===== config.mk =====
export PLATFORM = sky130hd
export DESIGN_NAME = alu_dp
export DESIGN_NICKNAME = d
export VERILOG_FILES = /design/src/rtl/alu_dp_pkg.sv /design/src/rtl/alu_dp_adder.sv /design/src/rtl/alu_dp_logic.sv /design/src/rtl/alu_dp_flags.sv /design/src/rtl/alu_dp.sv
export SDC_FILE = /design/constraint.sdc
export NUM_CORES = 1
export LEC_CHECK = 0
export ABC_CLOCK_PERIOD_IN_PS = 7500
export BUFFER_PORTS_ARGS = -buffer_cell sky130_fd_sc_hd__buf_2
export CAP_MARGIN = 20
export CELL_PAD_IN_SITES_DETAIL_PLACEMENT = 1
export CELL_PAD_IN_SITES_GLOBAL_PLACEMENT = 1
export CORE_ASPECT_RATIO = 1.4
export CORE_UTILIZATION = 40
export DETAILED_ROUTE_END_ITERATION = 8
export MAX_ROUTING_LAYER = met4
export PLACE_DENSITY_LB_ADDON = 0.1
export RECOVER_POWER = 25
export SLEW_MARGIN = 20
export SYNTH_ARGS = -nofsm -noshare
export SYNTH_HDL_FRONTEND = slang
export SYNTH_SLANG_ARGS = --single-unit

===== constraint.sdc =====
create_clock -name vclk -period 7.5
set_input_delay 0.75 -clock vclk [all_inputs]
set_output_delay 0.75 -clock vclk [all_outputs]
set_load 0.1 [all_outputs]

===== src/rtl/alu_dp_pkg.sv =====
package alu_dp_pkg;

   typedef enum logic [3:0] {
      OP_ADD      = 4'd0,
      OP_ADDC     = 4'd1,
      OP_SUB      = 4'd2,
      OP_SUBC     = 4'd3,
      OP_RSUB     = 4'd4,
      OP_RSUBC    = 4'd5,
      OP_AND      = 4'd6,
      OP_OR       = 4'd7,
      OP_XOR      = 4'd8,
      OP_ANDN     = 4'd9,
      OP_PASS     = 4'd10,
      OP_INV      = 4'd11,
      OP_CMPSUB   = 4'd12,
      OP_CMPADD   = 4'd13,
      OP_TESTAND  = 4'd14,
      OP_TESTXOR  = 4'd15
   } alu_op_e;

   localparam int FLAG_N = 3;
   localparam int FLAG_Z = 2;
   localparam int FLAG_C = 1;
   localparam int FLAG_V = 0;
   localparam int FLAG_BITS = 4;

endpackage


===== src/rtl/alu_dp_adder.sv =====
module alu_dp_adder #(
   parameter int WIDTH = 32,
   parameter bit RIPPLE = 1'b0
) (
   input  logic [WIDTH-1:0] x,
   input  logic [WIDTH-1:0] y,
   input  logic             cin,
   output logic [WIDTH-1:0] sum,
   output logic             cout,
   output logic             ovf
);
   localparam int MSB = WIDTH - 1;
   localparam int EXT = WIDTH + 1;

   generate
      if (RIPPLE) begin : g_ripple
         logic [WIDTH:0] carry;
         assign carry[0] = cin;
         for (genvar g = 0; g < WIDTH; g++) begin : g_bit
            assign sum[g]     = x[g] ^ y[g] ^ carry[g];
            assign carry[g+1] = (x[g] & y[g]) | (carry[g] & (x[g] ^ y[g]));
         end
         assign cout = carry[WIDTH];
         assign ovf  = carry[WIDTH] ^ carry[MSB];

         always_comb begin
            assert_chain_sum_R11: assert ({cout, sum} ==
               ({1'b0, x} + {1'b0, y} + EXT'(cin)))
               else $error("ripple chain disagrees with arithmetic sum");
            assert_chain_ovf_R8: assert (ovf ==
               ((x[MSB] == y[MSB]) && (sum[MSB] != x[MSB])))
               else $error("ripple overflow disagrees with sign rule");
         end
      end else begin : g_behav
         logic [WIDTH:0] wide;
         assign wide = {1'b0, x} + {1'b0, y} + EXT'(cin);
         assign sum  = wide[MSB:0];
         assign cout = wide[WIDTH];
         assign ovf  = (x[MSB] == y[MSB]) && (sum[MSB] != x[MSB]);

         always_comb begin
            assert_behav_ovf_R8: assert (ovf ==
               (cout ^ (x[MSB] ^ y[MSB] ^ sum[MSB])))
               else $error("overflow disagrees with carry-in/out of sign bit");
         end
      end
   endgenerate

endmodule


===== src/rtl/alu_dp_logic.sv =====
module alu_dp_logic
   import alu_dp_pkg::*;
#(
   parameter int WIDTH = 32
) (
   input  logic [WIDTH-1:0] a,
   input  logic [WIDTH-1:0] b,
   input  alu_op_e          op,
   output logic [WIDTH-1:0] res
);
   always_comb begin
      unique case (op)
         OP_AND, OP_TESTAND: res = a & b;
         OP_OR:              res = a | b;
         OP_XOR, OP_TESTXOR: res = a ^ b;
         OP_ANDN:            res = a & ~b;
         OP_PASS:            res = b;
         OP_INV:             res = ~b;
         default:            res = '0;
      endcase
   end

   always_comb begin
      if (op == OP_ANDN) begin
         assert_andn_clears_R4: assert ((res & b) == '0)
            else $error("bit-clear left a bit set where B is one");
      end
   end

endmodule


===== src/rtl/alu_dp_flags.sv =====
module alu_dp_flags
   import alu_dp_pkg::*;
#(
   parameter int WIDTH = 32
) (
   input  logic [WIDTH-1:0]     res,
   input  logic                 cout,
   input  logic                 ovf,
   input  logic                 arith,
   input  logic                 upd,
   input  logic [FLAG_BITS-1:0] flags_in,
   output logic [FLAG_BITS-1:0] flags_out
);
   always_comb begin
      flags_out = flags_in;
      if (upd) begin
         flags_out[FLAG_N] = res[WIDTH-1];
         flags_out[FLAG_Z] = ~|res;
         if (arith) begin
            flags_out[FLAG_C] = cout;
            flags_out[FLAG_V] = ovf;
         end
      end
   end

endmodule


===== src/rtl/alu_dp.sv =====
module alu_dp
   import alu_dp_pkg::*;
#(
   parameter int WIDTH        = 32,
   parameter bit ADDER_RIPPLE = 1'b0
) (
   input  logic [WIDTH-1:0] opa,
   input  logic [WIDTH-1:0] opb,
   input  logic [3:0]       opcode,
   input  logic [3:0]       flags_in,
   input  logic             set_flags,
   output logic [WIDTH-1:0] result,
   output logic             wr_en,
   output logic [3:0]       flags_out
);
   localparam int MSB = WIDTH - 1;

   generate
      if (WIDTH < 2) begin : g_bad_width
         $error("alu_dp: WIDTH must be at least 2");
      end
   endgenerate

   alu_op_e          op;
   logic [WIDTH-1:0] add_x;
   logic [WIDTH-1:0] add_y;
   logic             add_cin;
   logic             is_arith;
   logic             is_cmp;
   logic             upd;
   logic [WIDTH-1:0] sum;
   logic             cout;
   logic             ovf;
   logic [WIDTH-1:0] logic_res;
   logic             carry_now;

   assign op        = alu_op_e'(opcode);
   assign carry_now = flags_in[FLAG_C];

   // Operand steering: subtraction is x + ~y + 1, so the carry out
   // of the adder is already the inverted borrow.
   always_comb begin
      add_x    = opa;
      add_y    = opb;
      add_cin  = 1'b0;
      is_arith = 1'b1;
      unique case (op)
         OP_ADD, OP_CMPADD: ;
         OP_ADDC:           add_cin = carry_now;
         OP_SUB, OP_CMPSUB: begin add_y = ~opb; add_cin = 1'b1; end
         OP_SUBC:           begin add_y = ~opb; add_cin = carry_now; end
         OP_RSUB:           begin add_x = opb; add_y = ~opa; add_cin = 1'b1; end
         OP_RSUBC:          begin add_x = opb; add_y = ~opa; add_cin = carry_now; end
         default:           is_arith = 1'b0;
      endcase
   end

   assign is_cmp = (opcode[3:2] == 2'b11);
   assign upd    = set_flags | is_cmp;
   assign wr_en  = ~is_cmp;

   alu_dp_adder #(.WIDTH(WIDTH), .RIPPLE(ADDER_RIPPLE)) adder_i (
      .x    (add_x),
      .y    (add_y),
      .cin  (add_cin),
      .sum  (sum),
      .cout (cout),
      .ovf  (ovf)
   );

   alu_dp_logic #(.WIDTH(WIDTH)) logic_i (
      .a   (opa),
      .b   (opb),
      .op  (op),
      .res (logic_res)
   );

   assign result = is_arith ? sum : logic_res;

   alu_dp_flags #(.WIDTH(WIDTH)) flags_i (
      .res       (result),
      .cout      (cout),
      .ovf       (ovf),
      .arith     (is_arith),
      .upd       (upd),
      .flags_in  (flags_in),
      .flags_out (flags_out)
   );

   always_comb begin
      if (opcode >= 4'd12) begin
         assert_cmp_no_write_R6: assert (!wr_en)
            else $error("compare/test opcode asserted write-enable");
         assert_cmp_updates_R6: assert (flags_out[FLAG_Z] == (result == '0))
            else $error("compare/test did not refresh Z");
      end
      if (!set_flags && opcode < 4'd12) begin
         assert_flags_hold_R10: assert (flags_out == flags_in)
            else $error("flags changed without a set-flags request");
      end
      if (upd) begin
         assert_zero_flag_R7: assert (flags_out[FLAG_Z] == (result == '0))
            else $error("Z flag does not match result");
         assert_neg_flag_R7: assert (flags_out[FLAG_N] == result[MSB])
            else $error("N flag does not match result sign");
      end
      if (upd && !is_arith) begin
         assert_keep_cv_R9: assert (flags_out[1:0] == flags_in[1:0])
            else $error("non-arithmetic operation altered C or V");
      end
      if (op == OP_PASS) begin
         assert_pass_b_R5: assert (result == opb)
            else $error("move did not pass B through");
      end
   end

endmodule


## Word-level counts from Yosys, hierarchy flattened

Index checks and enable logic that the tools add are counted.

- Latch bits: 0
- RAM bits: 0
- Register bits after elaboration: 0
- Memories: 0
- Bits in read-only memories: 0

- Equality and inequality tests: 18
- Divide/modulo/power cells: 0
- Shift-type cells: 0
- Bitwise gates (word level): 8
- Add/sub/neg operators: 2
- Reductions and logical operators: 11
- $lt $le $gt $ge: 0
- Multiply operators: 0
- Mux-type cells: 8

Operators by type and width:

| cell | number |
|---|---|
| $pmux 32 s6 | 1 |
| $and 32x32->32 | 2 |
| $mux 32 | 2 |
| $not 32->32 | 2 |
| $pmux 32 s2 | 1 |
| $add 32x32->33 | 1 |
| $add 33x1->33 | 1 |
| $eq 4x4->1 const B | 8 |
| $or 32x32->32 | 1 |
| $reduce_or 32->1 | 1 |
| $xor 32x32->32 | 1 |
| $eq 4x3->1 const B | 4 |
| $reduce_or 3->1 | 3 |
| $eq 4x2->1 const B | 2 |
| $reduce_or 8->1 | 1 |
| $reduce_or 2->1 | 3 |
| $eq 4x1->1 const B | 1 |
| $logic_not 4->1 | 1 |
| $mux 4 | 1 |
| $eq 2x2->1 const B | 1 |
| $mux 2 | 1 |
| $pmux 1 s2 | 1 |
| $eq 1x1->1 | 1 |
| $logic_and 1x1->1 | 1 |
| other kinds (5) | 5 |

## Longest topological paths before layout

- Depth in word-level cells: 9
- Mapped depth: 22
- Mapped depth without buffers: 18

## Hierarchy

From an unflattened synthesis, not the netlist that was laid out.

- Cells, all modules: 815
- Area, all modules: 6273.5 um2

By module, submodules not included:

| module | cells each | times used | area an instance (um2) |
|---|---|---|---|
| alu_dp | 304 | 1 | 2317.2 |
| alu_dp_logic | 256 | 1 | 2065.7 |
| alu_dp_adder | 238 | 1 | 1744.2 |
| alu_dp_flags | 17 | 1 | 146.4 |

## Least setup slack after synthesis

Ideal clock, no wire load.

- Kind: input-to-output
- Start: input opcode[3]
- End: output flags_out[2]
- Buffers on the path: 3
- Setup slack: -1.519 ns
- Data arrival time: 8.269 ns
- Cell stages on the path: 18
- Cell sequence: buf_1 -> clkbuf_1 -> nand2_1 -> o32ai_1 -> nand2b_1 -> clkbuf_1 -> o221ai_1 -> fa_1 -> a21o_2 -> a221o_2 -> a31oi_4 -> o211a_1 -> o211ai_1 -> and3_1 -> o31ai_1 -> nor4_2 -> nand4b_1 -> nand2_1

- Cells in the longest elaborated chain, start to end: 9
- Elaborated cells on any way between the ends: 36
- Those cells by class: add/sub: 2; eq/ne: 16; mux: 7; bitwise: 1; reduce/logical: 10

Ends and longest elaborated chain:

| item | RTL line | RTL |
|---|---|---|
| start, declared | alu_dp.sv:9 | `input logic [3:0] opcode,` |
| $eq 4x2->1, or another cell as far along | alu_dp.sv:47 | `unique case (op)` |
| $reduce_or 3->1 (no line) or $reduce_or 2->1 (tied branches) | -- |  |
| $pmux 32 s2 or $mux 32 (tied branches) | alu_dp.sv:47 |  |
| $add 32x32->33 | alu_dp_adder.sv:36 | `assign wide = {1'b0, x} + {1'b0, y} + EXT'(cin);` |
| $add 33x1->33 | alu_dp_adder.sv:36 |  |
| $mux 32 (*) | alu_dp.sv:78 | `assign result = is_arith ? sum : logic_res;` |
| via result[24] | alu_dp.sv:12 | `output logic [WIDTH-1:0] result,` |
| $reduce_or 32->1 (*) | alu_dp_flags.sv:18 | `flags_out[FLAG_Z] = ~\|res;` |
| $logic_not 1->1 (*) | alu_dp_flags.sv:18 |  |
| $mux 4 (*) | alu_dp_flags.sv:16 | `if (upd) begin` |
| end, declared | alu_dp.sv:14 | `output logic [3:0] flags_out` |

The timed path passes the listed nets; every way through them passes the cells marked *.

## Final worst setup path

- Start: input opcode[3]
- End: output flags_out[2]

- Cells in the longest elaborated chain, start to end: 9
- Elaborated cells on any way between the ends: 36
- Those cells by class: add/sub: 2; eq/ne: 16; mux: 7; bitwise: 1; reduce/logical: 10

Ends and longest elaborated chain:

| item | RTL line |
|---|---|
| $eq 4x2->1, or another cell as far along | alu_dp.sv:47 |
| $reduce_or 3->1 (no line) or $reduce_or 2->1 (tied branches) | -- |
| $pmux 32 s2 or $mux 32 (tied branches) | alu_dp.sv:47 |
| $add 32x32->33 | alu_dp_adder.sv:36 |
| $add 33x1->33 | alu_dp_adder.sv:36 |
| $mux 32 | alu_dp.sv:78 |
| $reduce_or 32->1 | alu_dp_flags.sv:18 |
| $logic_not 1->1 | alu_dp_flags.sv:18 |
| $mux 4 (*) | alu_dp_flags.sv:16 |

Every way passes the cells marked *; elsewhere a longest branch is shown, timed or not.

==> insert_results.sql <==
INSERT INTO impl_metrics (metric_group, metric, value, unit) VALUES
('sta', 'finalHoldWorstSlack', '1.89', 'ns'),
('sta', 'setup_viol', '0', ''),
('cells_and_area', 'final_cell_area', '0.00628', 'mm^2'),
('cells_and_area', 'seq_area', '0', 'um^2'),
('cts', 'postCtsSetupRepairBufs', '0', ''),
('min_path', 'holdPathEnd', 'flags_out[2]', ''),
('drt', 'antenna_left', '0', ''),
('critical_path', 'timing.critical_path.buf_inv', '3', ''),
('synthesis', 'synthDistinctLibCells', '82', ''),
('power_and_ir_drop', 'peakVddDrop', '0.140', 'mV'),
('min_path', 'whs_path_depth', '4', ''),
('grt', 'grt_remaining_overflow', '0', ''),
('cells_and_area', 'final_layout_fill_cell_count', '1754', ''),
('sta', 'timing_max_transition_violations_final', '0', ''),
('grt', 'first_pass_grt_wire_length', '38500', 'um'),
('placement', 'post_detail_place_hpwl', '19400', 'um'),
('sta', 'finalCritPeriodShare', '89.8', '%'),
('cells_and_area', 'design.seq.count', '0', ''),
('synthesis', 'synthesis.instances', '840', ''),
('die', 'die_span_in_y', '138', 'um'),
('die', 'count_of_pins_on_the_block_boundary', '110', ''),
('die', 'initial_core_util', '41.0', '%'),
('synthesis', 'yosys-top-cells-area', 'sky130_fd_sc_hd__ha_1 (15%), sky130_fd_sc_hd__nand2_1 (9.2%), sky130_fd_sc_hd__a21oi_1 (6.6%), sky130_fd_sc_hd__o21ai_0 (6.4%), sky130_fd_sc_hd__o221ai_1 (5.8%)', ''),
('cells_and_area', 'clkbuf_count', '0', ''),
('critical_path', 'cp_data_arrival_time', '5.99', 'ns'),
('drt', 'detailroute.wirelength.met3', '1170', 'um'),
('cts', 'post_cts.resized_instances', '0', ''),
('drt', 'avgViaCountPerCell', '6.76', ''),
('sta', 'rsz_0062_raised_after_global_routing', 'no', ''),
('critical_path', 'critical-path-slowest-cell', 'sky130_fd_sc_hd__a2111oi_0', ''),
('placement', 'place_congestion', '1.00', ''),
('cells_and_area', 'antenna_cells', '0', ''),
('synthesis', 'avgSynthCellArea', '6.29', 'um^2'),
('die', 'floorplan.core_area', '0.0129', 'mm^2'),
('critical_path', 'critical_path_cell_by_cell', 'buf_2, nand2_1, o32ai_4, nand2b_1, o221a_2, fa_1, inv_1, fa_1, a21o_2, a221o_2, a31o_2, a21oi_1, o31ai_1, xor2_1, a2111oi_0, and4bb_1, nand4b_1, nand2_1, buf_12', ''),
('drt', 'routed.top_layer', 'met4', ''),
('grt', 'number_of_antenna_violations_at_the_first_check_in_global_routing', '0', ''),
('synthesis', 'ys_seq_area_share', '0', '%'),
('critical_path', 'crit_fanout', '23', ''),
('synthesis', 'synthesis.area', '0.00528', 'mm^2'),
('placement', 'dpl-instance-area', '0.00629', 'mm^2'),
('drt', 'firstDrtPassIters', '4', ''),
('grt', 'grt_start_max_net_pins', '52', ''),
('cts', 'cts.hold.buffers_added', '0', ''),
('synthesis', 'yosysWarningCount', '0', ''),
('placement', 'place.port_buffers', '110', ''),
('drt', 'avgRoutedWirePerCell', '23.4', 'um'),
('drt', 'routed-via-count', '7174', ''),
('min_path', 'min_path_type', 'in2out', ''),
('die', 'dieArea', '0.0137', 'mm^2'),
('grt', 'global_route_usage_over_all_layers', '37.1', '%'),
('drt', 'met2_wirelength', '13200', 'um'),
('drt', 'detail_route.drc_violations', '0', ''),
('sta', 'relative_slew_slack', '22.6', '%'),
('outcome', 'outcome', 'completed', ''),
('critical_path', 'critPathMaxStageDelay', '0.50', 'ns'),
('critical_path', 'timing.critical_path.max_delay_family', 'compound AO/OA/AOI/OAI gates', ''),
('critical_path', 'timing_worst_setup_path_type', 'in2out', ''),
('drt', 'route.final.wire_length', '24900', 'um'),
('critical_path', 'end_kind', 'output port', ''),
('sta', 'clock_period_minus_final_worst_setup_slack', '6.74', 'ns'),
('power_and_ir_drop', 'total_leakage_power', '2.92', 'nW'),
('critical_path', 'cp_data_required_time', '6.75', 'ns'),
('synthesis', 'postSynthNetCount', '978', ''),
('cells_and_area', 'finalNonFillerCells', '1062', ''),
('min_path', 'worst_hold_startpoint', 'flags_in[2]', ''),
('grt', 'number_of_global_route_vias_before_repair', '7294', ''),
('critical_path', 'start_kind', 'input port', ''),
('sta', 'max_clock_freq', '148', 'MHz'),
('placement', 'dp.cells', '1062', ''),
('placement', 'placement.setup.worst_slack', '0.825', 'ns');
==> area by class of cell <==
type               instances  area (um^2)  area share (%)
multi-input cells        703         4750            75.7
repair buffers           129         1050            16.7
inverters                 77          289            4.60
well taps                153          191            3.05
==> metrics by stage <==
step / total power [mW] / util, %
2_1_floorplan: 0.780 / -
3_3_place_gp: 1.10 / 48.9
3_5_place_dp: 1.12 / 48.9
4_1_cts: 1.12 / 48.9
5_1_grt: 1.18 / 48.8
6_report: 1.12 / 48.8
==> power breakdown <==
part / internal [mW] / switching, mW
sequential: 0 / 0
combinational: 0.349 / 0.774
clock: 0 / 0
total: 0.349 / 0.774
==> logic make-up after synthesis <==
kind of cell               count (synthesis)  share of synthesized area (%)
AOI/OAI and AO/OA                        349                           45.7
xor gates and xnor gates                  12                           1.99
adders and majority gates                 65                           15.7
buffers and inverters                    137                           10.9
muxes                                      8                           1.56
and+or+nand+nor                          269                           24.2
==> how the worst max path moves through the flow <==
stage,cells after the start,slack (ns),start,end
2_1_floorplan,18,-0.63,opcode[3],flags_out[2]
3_3_place_gp,19,0.95,opcode[3],flags_out[2]
3_5_place_dp,19,0.82,opcode[3],flags_out[2]
4_1_cts,19,0.81,opcode[3],flags_out[2]
5_1_grt,19,0.48,opcode[3],flags_out[2]
6_report,19,0.76,opcode[3],flags_out[2]
==> tightest hold or removal path: stages <==
cell	delay, ns
sky130_fd_sc_hd__buf_2	0.08
sky130_fd_sc_hd__nand2_1	0.04
sky130_fd_sc_hd__nand2_1	0.09
sky130_fd_sc_hd__buf_12	0.18
==> cell usage after synthesis, drive strengths merged, types with 9 or more instances <==
cell type and n:
nand2 131, inv 77, o21ai 75, a21oi 71
ha 63, clkbuf 46, o221ai 35, nor2 33
nand3 23, nor3 21, a211oi 20, o22ai 15
a21o 14, buf 14, and3 12, o31ai 11
a22o 10, a22oi 10, a31oi 9
==> layer usage <==
metal	global-route usage, %	up-vias
li1	-	3337
met1	37.1	3467
met2	71.8	275
met3	2.92	95
met4	19.8	0
met5	-	-
==> layout by cell type (no fill, tap or decap), types with 22 or more instances in the layout <==
| cell | Yosys | routed |
|---|---|---|
| sky130_fd_sc_hd__o21ai_0 | 68 | 64 |
| sky130_fd_sc_hd__nor2_1 | 33 | 33 |
| sky130_fd_sc_hd__inv_1 | 77 | 77 |
| sky130_fd_sc_hd__buf_12 | 0 | 24 |
| sky130_fd_sc_hd__nand2_1 | 130 | 130 |
| sky130_fd_sc_hd__o221ai_1 | 35 | 34 |
| sky130_fd_sc_hd__nand3_1 | 22 | 22 |
| sky130_fd_sc_hd__ha_1 | 63 | 63 |
| sky130_fd_sc_hd__a21oi_1 | 70 | 70 |
| sky130_fd_sc_hd__buf_2 | 2 | 80 |
No activity file was read; power rests on OpenSTA's default activity.
